**src/rtl/ras_pkg.sv**
```systemverilog
package ras_pkg;
  typedef enum logic [2:0] {
    OP_NONE = 3'd0,
    OP_RET  = 3'd1,
    OP_CALL = 3'd2,
    OP_POP  = 3'd3,
    OP_PUSH = 3'd4
  } ras_op_e;
endpackage

```
**src/rtl/ras_arbiter.sv**
```systemverilog
module ras_arbiter
  import ras_pkg::*;
#(
  parameter int AW = 32
) (
  input  logic          call_req,
  input  logic          ret_req,
  input  logic          push_req,
  input  logic          pop_req,
  input  logic [AW-1:0] call_addr,
  input  logic [AW-1:0] push_val,
  output ras_op_e       op,
  output logic [AW-1:0] wr_val,
  output logic          multi
);
  logic [2:0] nreq;

  always_comb begin
    nreq  = 3'(call_req) + 3'(ret_req) + 3'(push_req) + 3'(pop_req);
    multi = (nreq > 3'd1);
    if (ret_req)       op = OP_RET;
    else if (call_req) op = OP_CALL;
    else if (pop_req)  op = OP_POP;
    else if (push_req) op = OP_PUSH;
    else               op = OP_NONE;
    wr_val = (op == OP_CALL) ? call_addr : push_val;
  end
endmodule

```
**src/rtl/ras_ptr_ctrl.sv**
```systemverilog
module ras_ptr_ctrl
  import ras_pkg::*;
#(
  parameter int DEPTH    = 16,
  parameter int TAG_W    = 3,
  parameter int ADDR_TAG = 2,
  localparam int PW = (DEPTH > 1) ? $clog2(DEPTH) : 1,
  localparam int CW = $clog2(DEPTH + 1)
) (
  input  logic             clk,
  input  logic             rst,
  input  ras_op_e          op,
  input  logic [TAG_W-1:0] tag,
  output logic [CW-1:0]    count,
  output logic             wr_en,
  output logic [PW-1:0]    wr_idx,
  output logic             rd_en,
  output logic [PW-1:0]    rd_idx,
  output logic             ovf,
  output logic             unf,
  output logic             bad
);
  logic          full, empty, save_try, rest_try, tag_ok;
  logic [CW-1:0] below;

  always_comb begin
    full     = (count == CW'(DEPTH));
    empty    = (count == '0);
    tag_ok   = (tag == TAG_W'(ADDR_TAG));
    save_try = (op == OP_CALL) || (op == OP_PUSH && tag_ok);
    rest_try = (op == OP_RET) || (op == OP_POP);
    bad      = (op == OP_PUSH) && !tag_ok;
    wr_en    = save_try && !full;
    ovf      = save_try && full;
    rd_en    = rest_try && !empty;
    unf      = rest_try && empty;
    below    = count - CW'(1);
    wr_idx   = count[PW-1:0];
    rd_idx   = below[PW-1:0];
  end

  always_ff @(posedge clk) begin
    if (rst)        count <= '0;
    else if (wr_en) count <= count + CW'(1);
    else if (rd_en) count <= count - CW'(1);
  end

  // the pointer never passes the array size
  assert_no_overflow_R3: assert property (@(posedge clk) disable iff (rst)
    count <= CW'(DEPTH));
  // a refused save leaves the fill level alone
  assert_full_hold_R3: assert property (@(posedge clk) disable iff (rst)
    ovf |=> $stable(count));
  // an accepted save grows the fill level by one
  assert_save_grow_R2: assert property (@(posedge clk) disable iff (rst)
    wr_en |=> count == $past(count) + CW'(1));
  // an empty restore keeps the stack empty
  assert_empty_hold_R5: assert property (@(posedge clk) disable iff (rst)
    unf |=> count == '0);
endmodule

```
**src/rtl/ras_store.sv**
```systemverilog
module ras_store #(
  parameter int DEPTH = 16,
  parameter int AW    = 32,
  localparam int PW = (DEPTH > 1) ? $clog2(DEPTH) : 1
) (
  input  logic          clk,
  input  logic          rst,
  input  logic          wr_en,
  input  logic [PW-1:0] wr_idx,
  input  logic [AW-1:0] wr_data,
  input  logic          rd_en,
  input  logic [PW-1:0] rd_idx,
  output logic          rd_valid,
  output logic [AW-1:0] rd_data
);
  logic [AW-1:0] mem [DEPTH];

  always_ff @(posedge clk) begin
    if (wr_en) mem[wr_idx] <= wr_data;
  end

  always_ff @(posedge clk) begin
    if (rst) begin
      rd_valid <= 1'b0;
      rd_data  <= '0;
    end else begin
      rd_valid <= rd_en;
      rd_data  <= rd_en ? mem[rd_idx] : '0;
    end
  end

  // no target value leaks out while it is not valid
  assert_tgt_zero_R9: assert property (@(posedge clk) disable iff (rst)
    !rd_valid |-> rd_data == '0);
endmodule

```
**src/rtl/ret_guard_stack.sv**
```systemverilog
module ret_guard_stack
  import ras_pkg::*;
#(
  parameter int DEPTH    = 16,
  parameter int AW       = 32,
  parameter int TAG_W    = 3,
  parameter int ADDR_TAG = 2,
  localparam int PW = (DEPTH > 1) ? $clog2(DEPTH) : 1,
  localparam int CW = $clog2(DEPTH + 1)
) (
  input  logic             clk,
  input  logic             rst,
  input  logic             call_req,
  input  logic             ret_req,
  input  logic             push_req,
  input  logic             pop_req,
  input  logic [AW-1:0]    call_addr,
  input  logic [AW-1:0]    push_val,
  input  logic [TAG_W-1:0] push_tag,
  output logic             tgt_valid,
  output logic [AW-1:0]    tgt_addr,
  output logic [CW-1:0]    depth,
  output logic             flt_overflow,
  output logic             flt_underflow,
  output logic             flt_badtag,
  output logic             flt_illegal
);
  ras_op_e       op;
  logic [AW-1:0] wr_val;
  logic          multi, wr_en, rd_en, ovf, unf, bad;
  logic [PW-1:0] wr_idx, rd_idx;

  ras_arbiter #(.AW(AW)) u_arb (
    .call_req (call_req),
    .ret_req  (ret_req),
    .push_req (push_req),
    .pop_req  (pop_req),
    .call_addr(call_addr),
    .push_val (push_val),
    .op       (op),
    .wr_val   (wr_val),
    .multi    (multi)
  );

  ras_ptr_ctrl #(.DEPTH(DEPTH), .TAG_W(TAG_W), .ADDR_TAG(ADDR_TAG)) u_ptr (
    .clk   (clk),
    .rst   (rst),
    .op    (op),
    .tag   (push_tag),
    .count (depth),
    .wr_en (wr_en),
    .wr_idx(wr_idx),
    .rd_en (rd_en),
    .rd_idx(rd_idx),
    .ovf   (ovf),
    .unf   (unf),
    .bad   (bad)
  );

  ras_store #(.DEPTH(DEPTH), .AW(AW)) u_mem (
    .clk     (clk),
    .rst     (rst),
    .wr_en   (wr_en),
    .wr_idx  (wr_idx),
    .wr_data (wr_val),
    .rd_en   (rd_en),
    .rd_idx  (rd_idx),
    .rd_valid(tgt_valid),
    .rd_data (tgt_addr)
  );

  always_ff @(posedge clk) begin
    if (rst) begin
      flt_overflow  <= 1'b0;
      flt_underflow <= 1'b0;
      flt_badtag    <= 1'b0;
      flt_illegal   <= 1'b0;
    end else begin
      flt_overflow  <= ovf;
      flt_underflow <= unf;
      flt_badtag    <= bad;
      flt_illegal   <= multi;
    end
  end

  // a refused tag never moves the fill level
  assert_badtag_hold_R6: assert property (@(posedge clk) disable iff (rst)
    flt_badtag |-> depth == $past(depth));
  // entry together with exit is flagged and only the exit runs
  assert_call_ret_R8: assert property (@(posedge clk) disable iff (rst)
    (call_req && ret_req) |=> flt_illegal && !flt_overflow);
  // an underflow never comes with a valid target
  assert_unf_novalid_R5: assert property (@(posedge clk) disable iff (rst)
    flt_underflow |-> !tgt_valid);
endmodule

```
**config.mk**
```make
export PLATFORM = sky130hd
export DESIGN_NAME = ret_guard_stack
export DESIGN_NICKNAME = d
export VERILOG_FILES = /design/src/rtl/ras_pkg.sv /design/src/rtl/ras_arbiter.sv /design/src/rtl/ras_ptr_ctrl.sv /design/src/rtl/ras_store.sv /design/src/rtl/ret_guard_stack.sv
export SDC_FILE = /design/constraint.sdc
export NUM_CORES = 1
export LEC_CHECK = 0
export BUFFER_PORTS_ARGS = -buffer_cell sky130_fd_sc_hd__buf_4
export CORE_MARGIN = 3
export CORE_UTILIZATION = 40
export CTS_BUF_LIST = sky130_fd_sc_hd__clkbuf_2 sky130_fd_sc_hd__clkbuf_4 sky130_fd_sc_hd__clkbuf_8
export DETAILED_ROUTE_END_ITERATION = 6
export GPL_ROUTABILITY_DRIVEN = 0
export RECOVER_POWER = 50
export SLEW_MARGIN = 0
export SYNTH_ARGS = -nofsm -noshare
export SYNTH_HDL_FRONTEND = slang
export SYNTH_SLANG_ARGS = --single-unit
```
**constraint.sdc**
```tcl
create_clock -name clk -period 5.6 [get_ports clk]
set_input_delay 0.28 -clock clk [delete_from_list [all_inputs] [get_ports clk]]
set_output_delay 0.28 -clock clk [all_outputs]
set_load 0.02 [all_outputs]
```
---- After elaboration in Yosys (flattened, before gate mapping) ----
Memory sizes are Yosys's and may differ from the RTL's. A register that Yosys moved wholly into a read port is not among the register bits.
Index checks and enable logic that the tools add are counted.
word-level totals
  register bits after elaboration ......... 10
  memory bits (writable) .................. 512
  bits of input ports ..................... 73
  output and inout bits ................... 42
  word-level logic and storage cells ...... 43
  memories ................................ 1
operators by class
  add/subtract/negate cells ............... 5
  order comparisons ....................... 1
  equality and inequality tests ........... 6
  multiplexer cells ....................... 9
  bitwise operators ....................... 1
  reductions and logical operators ........ 14
memories
  memory     words  bits a word  rd ports  clocked after Yosys merged registers in  wr ports  RTL line         text
  u_mem.mem  16     32           1         1                                        1         ras_store.sv:16  logic [AW-1:0] mem [DEPTH];
operators with widths
  cell                 number
  $mux 32              1
  $mux 3               4
  $mux 5               2
  $eq 3x2->1 const B   3
  $add 3x1->3          2
  $logic_and 1x1->1    6
  $add 5x1->5 const B  1
  $eq 5x5->1 const B   1
  $logic_not 5->1      1
  $sub 5x1->5 const B  1
  $eq 3x1->1 const B   1
  $eq 3x3->1 const B   1
  $gt 3x1->1 const B   1
  $logic_not 1->1      3
  $add 1x1->2          1
  $logic_or 1x1->1     2
  $mux 1               2
  $reduce_bool 2->1    1
  $reduce_or 2->1      1
  $not 1->1            1

---- Longest topological paths before layout ----
Gate-level depths: netlist of run 1.
  word-level depth ........................ 10
  gate-level depth with buffers ........... 11
  gate-level depth less buffers ........... 6

---- By module ----
From an unflattened synthesis of run 1, not the netlist that was laid out.
unflattened totals
  cell total of the unflattened synthesis .. 1,241
  area, all modules ....................... 21,944.8 µm²
modules (own cells, without submodules)
  module           times used  cells an instance  area an instance (µm²)  seq. area each (µm²)
  ras_store        1           1,117              20,689.8                16,035.4
  ras_arbiter      1           47                 616.8                   0.0
  ras_ptr_ctrl     1           69                 533.0                   100.1
  ret_guard_stack  1           8                  105.1                   80.1

---- Least setup slack after synthesis of run 1 ----
Ideal clock, no wire load.
  path kind ............................... flip-flop to flip-flop
  start ................................... reg u_ptr.count[0]
  end ..................................... mem u_mem.mem[2][0] (enable)
  setup time .............................. 461 ps
  arrival ................................. 4,024 ps
  data required time ...................... 5,139 ps
  path slack .............................. 1,115 ps
  stages on the path, launching flop included .. 9
  buffers on the path ..................... 3
  period minus slack after synthesis ...... 4,485 ps
  cells stage by stage .................... dfxtp_1 > buf_2 > buf_4 > buf_2 > inv_1 > ha_1 > nand3_1 > nand3_1 > nor3_1
between the ends
  word-level cells in the longest chain between the ends .. 5
RTL lines
  what                          RTL line            text
  from (decl)                   ras_ptr_ctrl.sv:14  output logic [CW-1:0] count,
  from (signal assigned)        ras_ptr_ctrl.sv:44  else if (wr_en) count <= count + CW'(1);
  from (signal assigned)        ras_ptr_ctrl.sv:45  else if (rd_en) count <= count - CW'(1);
  $eq 5x5->1                    ras_ptr_ctrl.sv:27  full = (count == CW'(DEPTH));
  $logic_not 1->1               ras_ptr_ctrl.sv:33  wr_en = save_try && !full;
  $logic_and 1x1->1             ras_ptr_ctrl.sv:33
  $mux 1                        ras_store.sv:19     if (wr_en) mem[wr_idx] <= wr_data;
  $mux 1 (not written as such)  ras_store.sv:19
  to (decl)                     ras_store.sv:16
Several ways; a longest one is shown, not always the timed one.

---- Worst setup path in the final report of run 1 ----
  start ................................... reg u_ptr.count[0]
  end ..................................... mem u_mem.mem[8][23] (enable)
Same word-level chain as after synthesis.

==> results of run 1 <==
[per-stage QoR]
step                std cells  instance area, µm²  power, W  util, %
finish                   1886               24700    0.0114     47.7
global route             1886               24700    0.0120     47.7
CTS                      1886               24800    0.0116     48.0
detailed placement       1715               22900   0.00809     44.3
global placement         1715               22900   0.00807     44.3
floorplan                 940               21100   0.00722        -
[registers in the layout (all words and copies together), names as in the netlist]
| register | count |
|---|---|
| u_mem.rd_valid | 1 |
| u_mem.mem | 512 |
| flt_badtag | 1 |
| flt_underflow | 1 |
| flt_overflow | 1 |
| u_mem.rd_data | 32 |
| u_ptr.count | 5 |
| flt_illegal | 1 |
[per-layer routing]
layer	vias up	global-route usage (%)	wire length, µm
li1	4362	-	-
met1	5350	23.0	19800
met2	309	26.3	22000
met3	52	3.33	2750
met4	0	4.92	822
met5	-	0	0
[kinds of logic after synthesis]
family	synth area share (%)
AND/OR/NAND/NOR	1.17
flip-flops	77.0
AO/OA/AOI/OAI	1.54
multiplexers	18.5
buffers and inverters	1.22
XOR/XNOR	0.119
adder cells (fa/ha/maj)	0.416
[worst reg2reg max path, stage by stage, from the launching register on]
cell	delay [ps]
dfxtp_4	850
inv_1	270
ha_4	250
nand3_1	290
nand3_1	330
nor2_4	670
buf_4	430
[power by group]
part	total (W)	switching, W	internal, W
registers	0.00494	0.000143	0.00479
logic	0.00296	0.00156	0.00140
clock network	0.00353	0.00152	0.00201
[layout make-up]
class                      instances  share of cell area, %
multi-input combinational        331                   19.1
clock inverter                    33                  0.917
tap                              680                   3.45
inverter                           4                 0.0608
timing repair buffer             151                   4.12
sequential                       554                   65.7
clock buffer                     133                   6.63
[worst paths after layout]
path,slack [ps],start,to
min reg2reg,550,u_ptr.count[4],u_ptr.count[4]
max,2180,u_ptr.count[0],u_mem.mem[8][23]
min,60,pop_req,flt_illegal
max reg2reg,2180,u_ptr.count[0],u_mem.mem[8][23]
[placed cells by master, fill, tap and decap left out, drive strengths merged, types with 2 or more instances in the layout]
cell | synthesis | final
nor2 | 19 | 19
ha | 7 | 7
dlygate4sd3 | 0 | 5
nand2b | 5 | 5
nand2 | 3 | 3
dfxtp | 42 | 42
clkinvlp | 0 | 2
a31oi | 3 | 3
mux4 | 128 | 128
nor3 | 6 | 6
nor2b | 3 | 3
inv | 4 | 4
xor2 | 2 | 2
nand3 | 9 | 9
clkinv | 0 | 28
mux2i | 64 | 64
a32oi | 2 | 2
o22ai | 32 | 32
edfxtp | 512 | 512
bufinv | 0 | 3
clkbuf | 14 | 174
buf | 37 | 105
mux2 | 34 | 34
==> qor.csv, run 1 <==
metric;value;unit
Syn Nets;1020;
CP Class;reg2reg;
area grow syn2layout;17.2;%
top-count cell post-synth;edfxtp_1;
Crit path max-delay family;simple AND/OR/NAND/NOR gates;
CP Cell Sequence;inv_1 -> ha_4 -> nand3_1 -> nand3_1 -> nor2_4 -> buf_4;
global-route wire length before repair;68.4;mm
Residual DRC;0;
final setup vio count;0;
post-DP HPWL;24.0;mm
share of cells above drive strength 1;34.2;%
CTS tree;done;
Tmin final;3420;ps
Tcrit/Tclk final;61.1;%
core area;0.0517;mm²
Die H;235;µm
largest net degree at the start of global routing;75;
clock tree buffer depth;3;
hold_buf cts;5;
synthesis warning total;0;
maxcap violations;0;
Leakage;8.09;nW
fin nets;1211;
number of port buffers;114;
Mapped Avg Cell Area;22.4;µm²
remaining global-route overflow;0;
multi-input logic area;0.00473;mm²
Synth area leader;edfxtp_1;
Mapped Cells;940;
Mapped Area;0.0211;mm²
Synth Flop Type;edfxtp_1;
CP most frequent cell;nand3_1;
worst-margin pin slew;1010;ps
Reg2Reg Depth;6;
async set-reset flop share out of synthesis;0;%
maximum vdd drop;0.000342;V
Commonest cells post-synth;edfxtp_1, mux4_2, mux2i_1;
Fillers;4281;
number of top-level pins;115;
hold slack;57.0;ps
stages on the worst setup path;6;
number of post-CTS setup repair buffers;0;
CP max stage cell;dfxtp_4;
CTS sink cnt;554;
Hold Crit Depth;4;
initial antenna violation count;0;
crit path capture type;flop;
Rel. slew slack;32.7;%
clk root buf;clkbuf_8;
Seq cells post-synth;554;
ANT cells;0;
setup TNS;0;ps
Resize count post-CTS;0;
slowest stage delay, CP;850;ps
post-synth top area share;73.0;%
critical-path maximum fanout;40;
CTS Buf Count;89;
Slew Limit Fails;0;
pre-CTS setup slack;2140;ps
P per Cell Area;463;mW/mm²
CP startpoint kind;flop;
final hold vios;0;
run status;completed;
sequential area share after synthesis;77.0;%
Via density;5.34;
FF+latch area;0.0162;mm²
std cell rows;83;
Distinct cells, synth;39;
DRT Wirelength;45.4;mm
final clock skew;25.6;ps
Worst-path clk slew;60;ps
latest clock arrival within the worst-skew pair;640;ps
fmax;292;MHz
Initial DRC Count;765;
Total Die Area;0.0554;mm²
crit path buf inv count;2;
largest cells by area after synthesis;edfxtp_1, mux4_2, dfxtp_1, mux2i_1, mux2_2;
Via Count;10073;
vias in the first global route;10753;
wire length per cell;24.1;µm
worst setup margin;2180;ps
RSZ-0062 raised after global routing;no;
Crit path arrival time;3720;ps
Tot GR Track Use;16.4;%
Hold Crit Class;in2reg;
EDFF count, synth;512;
Max H-tree Level;3;
die width;235;µm
first drt pass iteration count;5;
Initial Util;40.7;%
Routed Antenna Nets;0;
CP required;5890;ps
(Power assumes the default switching activity.)
==> run 2: changes to the inputs <==
==> constraint.sdc (replaced) <==
create_clock -name clk -period 3.11 [get_ports clk]
set_input_delay 0.1555 -clock clk [delete_from_list [all_inputs] [get_ports clk]]
set_output_delay 0.1555 -clock clk [all_outputs]
set_load 0.02 [all_outputs]
==> qor.csv, run 2 (synthesized netlist as in run 1, its figures left out) <==
metric;value;unit;change
run status;completed;;
Worst-path clk slew;60;ps;about the same
CP max stage cell;buf_2;;
most flop-heavy register;u_mem.mem;;
initial antenna violation count;0;;unchanged
critical-path maximum fanout;32;;-20%
maximum vdd drop;0.000699;V;+100%
final setup vio count;0;;unchanged
Via density;5.27;;-1.3%
Via Count;9996;;-0.76%
core area;0.0517;mm²;unchanged
max reg flops;512;;unchanged
worst-margin pin slew;1210;ps;+196 ps
CTS Buf Count;88;;-1.1%
number of port buffers;114;;unchanged
multi-input logic area;0.00472;mm²;-0.11%
global-route wire length before repair;66.9;mm;-2.3%
Regs by FF count;u_mem.mem x512, u_mem.rd_data x32, u_ptr.count x5;;
P per Cell Area;817;mW/mm²;+77%
die width;235;µm;unchanged
CP Cell Sequence;clkbuf_1 -> nand3_1 -> nand2b_1 -> clkinv_1 -> buf_2;;
Routed Antenna Nets;0;;unchanged
maxcap violations;0;;unchanged
Util after Layout;48.1;%;+0.31 points
Initial Util;40.7;%;unchanged
CP Class;reg2reg;;
Tcrit/Tclk final;86.7;%;+26 points
Tmin final;2700;ps;-725 ps
R2R Setup Slk;410;ps;-1770 ps
final clock skew;21.1;ps;-4.52 ps
share of cells above drive strength 1;33.5;%;-0.64 points
Resize count post-CTS;0;;unchanged
FF+latch area;0.0162;mm²;unchanged
first drt pass iteration count;5;;unchanged
area grow syn2layout;18.0;%;
latest clock arrival within the worst-skew pair;650;ps;about the same
Rel. slew slack;19.6;%;-13 points
Tot GR Track Use;16.0;%;-0.49 points
post-DP HPWL;23.7;mm;-1.3%
RSZ-0062 raised after global routing;no;;
CP required;3360;ps;-2530 ps
Residual DRC;0;;unchanged
CTS sink cnt;554;;unchanged
clk root buf;clkbuf_8;;
crit path capture type;flop;;
std cell rows;83;;unchanged
Leakage;8.12;nW;+0.39%
most common cell after layout, fill and taps aside;edfxtp_1;;
vias in the first global route;10994;;+2.2%
Initial DRC Count;737;;-3.7%
CP startpoint kind;flop;;
hold slack;221;ps;+164 ps
Crit path arrival time;2950;ps;-770 ps
clock tree buffer depth;3;;unchanged
remaining global-route overflow;0;;unchanged
Total Die Area;0.0554;mm²;unchanged
fin nets;1228;;+1.4%
Hold Crit Class;in2reg;;
DRT Wirelength;43.9;mm;-3.3%
wire length per cell;23.2;µm;-3.9%
Slew Limit Fails;0;;unchanged
Max H-tree Level;3;;unchanged
Die H;235;µm;unchanged
fmax;371;MHz;+27%
ANT cells;0;;unchanged
final hold vios;0;;unchanged
Fillers;4291;;+0.23%
number of post-CTS setup repair buffers;0;;unchanged
largest net degree at the start of global routing;82;;+9.3%
CTS tree;done;;
number of top-level pins;115;;unchanged
commonest cells after routing, fill and taps aside;edfxtp_1, mux4_2, clkbuf_8;;
slowest stage delay, CP;880;ps;+30 ps
==> run 2: cell types whose count changed in the layout (fill, tap and decap cells not counted), moves of 3 or more <==
| cell | delta |
|---|---|
| bufinv_16 | -3 |
| clkbuf_4 | +7 |
| inv_6 | +4 |
| clkinv_2 | -6 |
| clkbuf_8 | -7 |
| nor3_2 | -3 |
| buf_12 | +11 |
| buf_4 | -9 |
| dlygate4sd3_1 | +13 |
| nor3_4 | +3 |
==> run 2: per-layer routing <==
layer	share of wire, %	routed length, µm	GRT usage [%]	up-vias
li1	-	-	-	4380
met1	45	20000	22.7	5260
met5	0	0	0	-
met2	47	20600	24.7	294
met4	1.7	747	4.92	0
met3	5.8	2570	3.73	62
==> run 2: critical path, delay by kind of cell, from the launching register on <==
family,cells,cell delay [ps]
AND/OR/NAND/NOR,2,390
buffers and inverters,3,1550
flip-flops,1,340
==> run 2: final timing paths <==
path                  start          endpoint  cells after the start
max          u_ptr.count[3]  u_mem.mem[15][4]                      5
min reg2reg  u_ptr.count[4]    u_ptr.count[4]                      1
max reg2reg  u_ptr.count[3]  u_mem.mem[15][4]                      5
min           call_addr[30]  u_mem.mem[6][30]                      2
==> run 2: power by group <==
group          total, W  switching [W]  internal, W
clock network   0.00597        0.00270      0.00327
logic           0.00557        0.00297      0.00260
registers       0.00877       0.000136      0.00863
total            0.0203        0.00580       0.0145
==> run 2: repair_timing <==
action                                 4_1_cts  5_1_grt
setup endpoints to repair                    0        0
hold buffers                                18        0
endpoints found under the hold margin       46        0
==> run 2: final cells by class <==
| cell class | count | share of cell area [%] |
|---|---|---|
| tap | 680 | 3.42 |
| inverter | 4 | 0.0604 |
| clock buffer | 133 | 6.41 |
| multi-input combinational | 331 | 19.0 |
| clock inverter | 26 | 0.539 |
| timing repair buffer | 169 | 5.31 |
| sequential | 554 | 65.3 |
==> run 2: metrics by stage <==
step / setup WS [ps] / power [W] / setup TNS [ps] / cell area (µm²) / cells
after floorplan: -510 / 0.0130 / -79830 / 21100 / 940
after global placement: 712 / 0.0147 / 0 / 23200 / 1720
after detailed placement: 597 / 0.0147 / 0 / 23200 / 1720
after CTS: 585 / 0.0208 / 0 / 25100 / 1897
after global routing: 205 / 0.0213 / 0 / 24900 / 1897
final: 413 / 0.0203 / 0 / 24900 / 1897
==> run 3: changes to the inputs <==
--- a/config.mk
+++ b/config.mk
@@ -11,8 +11,10 @@
 export CTS_BUF_LIST = sky130_fd_sc_hd__clkbuf_2 sky130_fd_sc_hd__clkbuf_4 sky130_fd_sc_hd__clkbuf_8
 export DETAILED_ROUTE_END_ITERATION = 6
 export GPL_ROUTABILITY_DRIVEN = 0
+export GPL_TIMING_DRIVEN = 0
 export RECOVER_POWER = 50
 export SLEW_MARGIN = 0
 export SYNTH_ARGS = -nofsm -noshare
 export SYNTH_HDL_FRONTEND = slang
 export SYNTH_SLANG_ARGS = --single-unit
+export TNS_END_PERCENT = 100
==> qor.csv, run 3 (synthesized netlist as in run 1, its figures left out) <==
metric;value;unit;change
fin nets;1284;;+4.6%
clock tree buffer depth;3;;unchanged
Rel. slew slack;33.2;%;+14 points
share of cells above drive strength 1;37.4;%;+3.9 points
Crit path arrival time;3400;ps;+450 ps
grt met3 use;3.71;%;-0.012 points
worst-margin pin slew;1000;ps;-205 ps
commonest cells after routing, fill and taps aside;edfxtp_1, mux4_2, clkbuf_8;;
Regs by FF count;u_mem.mem x512, u_mem.rd_data x32, u_ptr.count x5;;
Die H;235;µm;unchanged
multi-input logic area;0.00477;mm²;+1.1%
final hold vios;0;;unchanged
P per Cell Area;834;mW/mm²;+2.1%
DP Cell Count;1753;;+1.9%
std cell rows;83;;unchanged
setup TNS;0;ps;unchanged
critical-path maximum fanout;13;;-59%
CP Class;in2reg;;
RSZ-0062 raised after global routing;no;;
first drt pass iteration count;6;;+1
maximum vdd drop;0.000459;V;-34%
Tcrit/Tclk final;97.5;%;+11 points
Initial Util;40.7;%;unchanged
wire length per cell;25.5;µm;+10%
fmax;330;MHz;-11%
core area;0.0517;mm²;unchanged
ANT cells;0;;unchanged
Initial DRC Count;1037;;+41%
Residual DRC;0;;unchanged
final setup vio count;0;;unchanged
latest clock arrival within the worst-skew pair;650;ps;about the same
CTS sink cnt;554;;unchanged
DRT Wirelength;49.8;mm;+13%
CTS tree;done;;
Layout Cells excl Fill;1952;;+2.9%
Hold Crit Class;in2reg;;
most flop-heavy register;u_mem.mem;;
vias in the first global route;11124;;+1.2%
grt met2 use;28.1;%;+3.4 points
crit path capture type;flop;;
area grow syn2layout;21.7;%;
number of top-level pins;115;;unchanged
CP required;3480;ps;+120 ps
Tot GR Track Use;18.1;%;+2.1 points
number of port buffers;114;;unchanged
max reg flops;512;;unchanged
GRT busiest layer;met2;;
most common cell after layout, fill and taps aside;edfxtp_1;;
Pwr Total;0.0214;W;+5.3%
remaining global-route overflow;0;;unchanged
Worst-path clk slew;70;ps;about the same
Leakage;8.48;nW;+4.4%
Max H-tree Level;3;;unchanged
final clock skew;34.8;ps;+13.7 ps
Via density;5.36;;+1.6%
maxcap violations;0;;unchanged
global-route wire length before repair;73.1;mm;+9.3%
die width;235;µm;unchanged
Routed Antenna Nets;0;;unchanged
run status;completed;;
FF+latch area;0.0162;mm²;about the same
CP startpoint kind;input port;;
M1 GR Usage;25.9;%;+3.2 points
Via Count;10455;;+4.6%
Slew Limit Fails;0;;unchanged
Total Die Area;0.0554;mm²;unchanged
Fillers;4259;;-0.75%
initial antenna violation count;0;;unchanged
clk root buf;clkbuf_8;;
post-DP HPWL;28.7;mm;+21%
Tmin final;3030;ps;+334 ps
CTS Buf Count;89;;+1.1%
largest net degree at the start of global routing;22;;-73%
## run 3: layout make-up
cell class,instances,share of cell area [%]
Tap cell,680,3.32
Multi-Input combinational cell,333,18.6
Clock buffer,138,6.43
Sequential cell,554,63.3
Clock inverter,21,0.561
Inverter,4,0.0586
Timing Repair Buffer,172,6.34
Buffer,50,1.39
## run 3: repair_timing
action,4_1_cts,5_1_grt
setup buffers,23,5
pin swaps,16,2
cloned,2,0
hold buffers,11,0
hold endpoints to repair,12,0
gates resized for setup,56,8
setup endpoints to repair,500,72
## run 3: worst paths after layout
kind	depth (start not counted)	slack (ps)	to	start
setup / recovery	7	80	u_mem.mem[11][18]	ret_req
hold / removal	4	70	flt_underflow	pop_req
setup reg to reg	9	120	u_mem.rd_data[3]	u_ptr.count[0]
hold reg to reg	1	600	u_ptr.count[4]	u_ptr.count[4]
## run 3: critical path: stages
cell,delay (ps)
dlygate4sd3_1,540
buf_4,160
nor2b_1,100
clkbuf_1,460
clkdlybuf4s15_1,800
mux2_2,520
dlygate4sd3_1,650
## run 3: per-layer routing
| metal | vias up | share of wire (%) |
|---|---|---|
| met3 | 77 | 6.0 |
| met5 | - | 0 |
| met2 | 344 | 47 |
| met1 | 5532 | 45 |
| li1 | 4502 | - |
| met4 | 0 | 2.0 |
## run 3: power breakdown
part	switching, W	total [W]	internal [W]
clock	0.00277	0.00629	0.00352
combinational	0.00346	0.00636	0.00290
sequential	0.000110	0.00873	0.00862
## run 3: stage by stage
stage	worst slack, ps	hold slack [ps]	util [%]	cell area [µm²]
2_1_floorplan	-510	231	-	21100
3_3_place_gp	-2870	362	44.1	22800
3_5_place_dp	-974	362	45.0	23300
4_1_cts	3.66	2.18	49.7	25700
5_1_grt	11.8	44.0	49.6	25600
6_report	78.7	75.0	49.6	25600
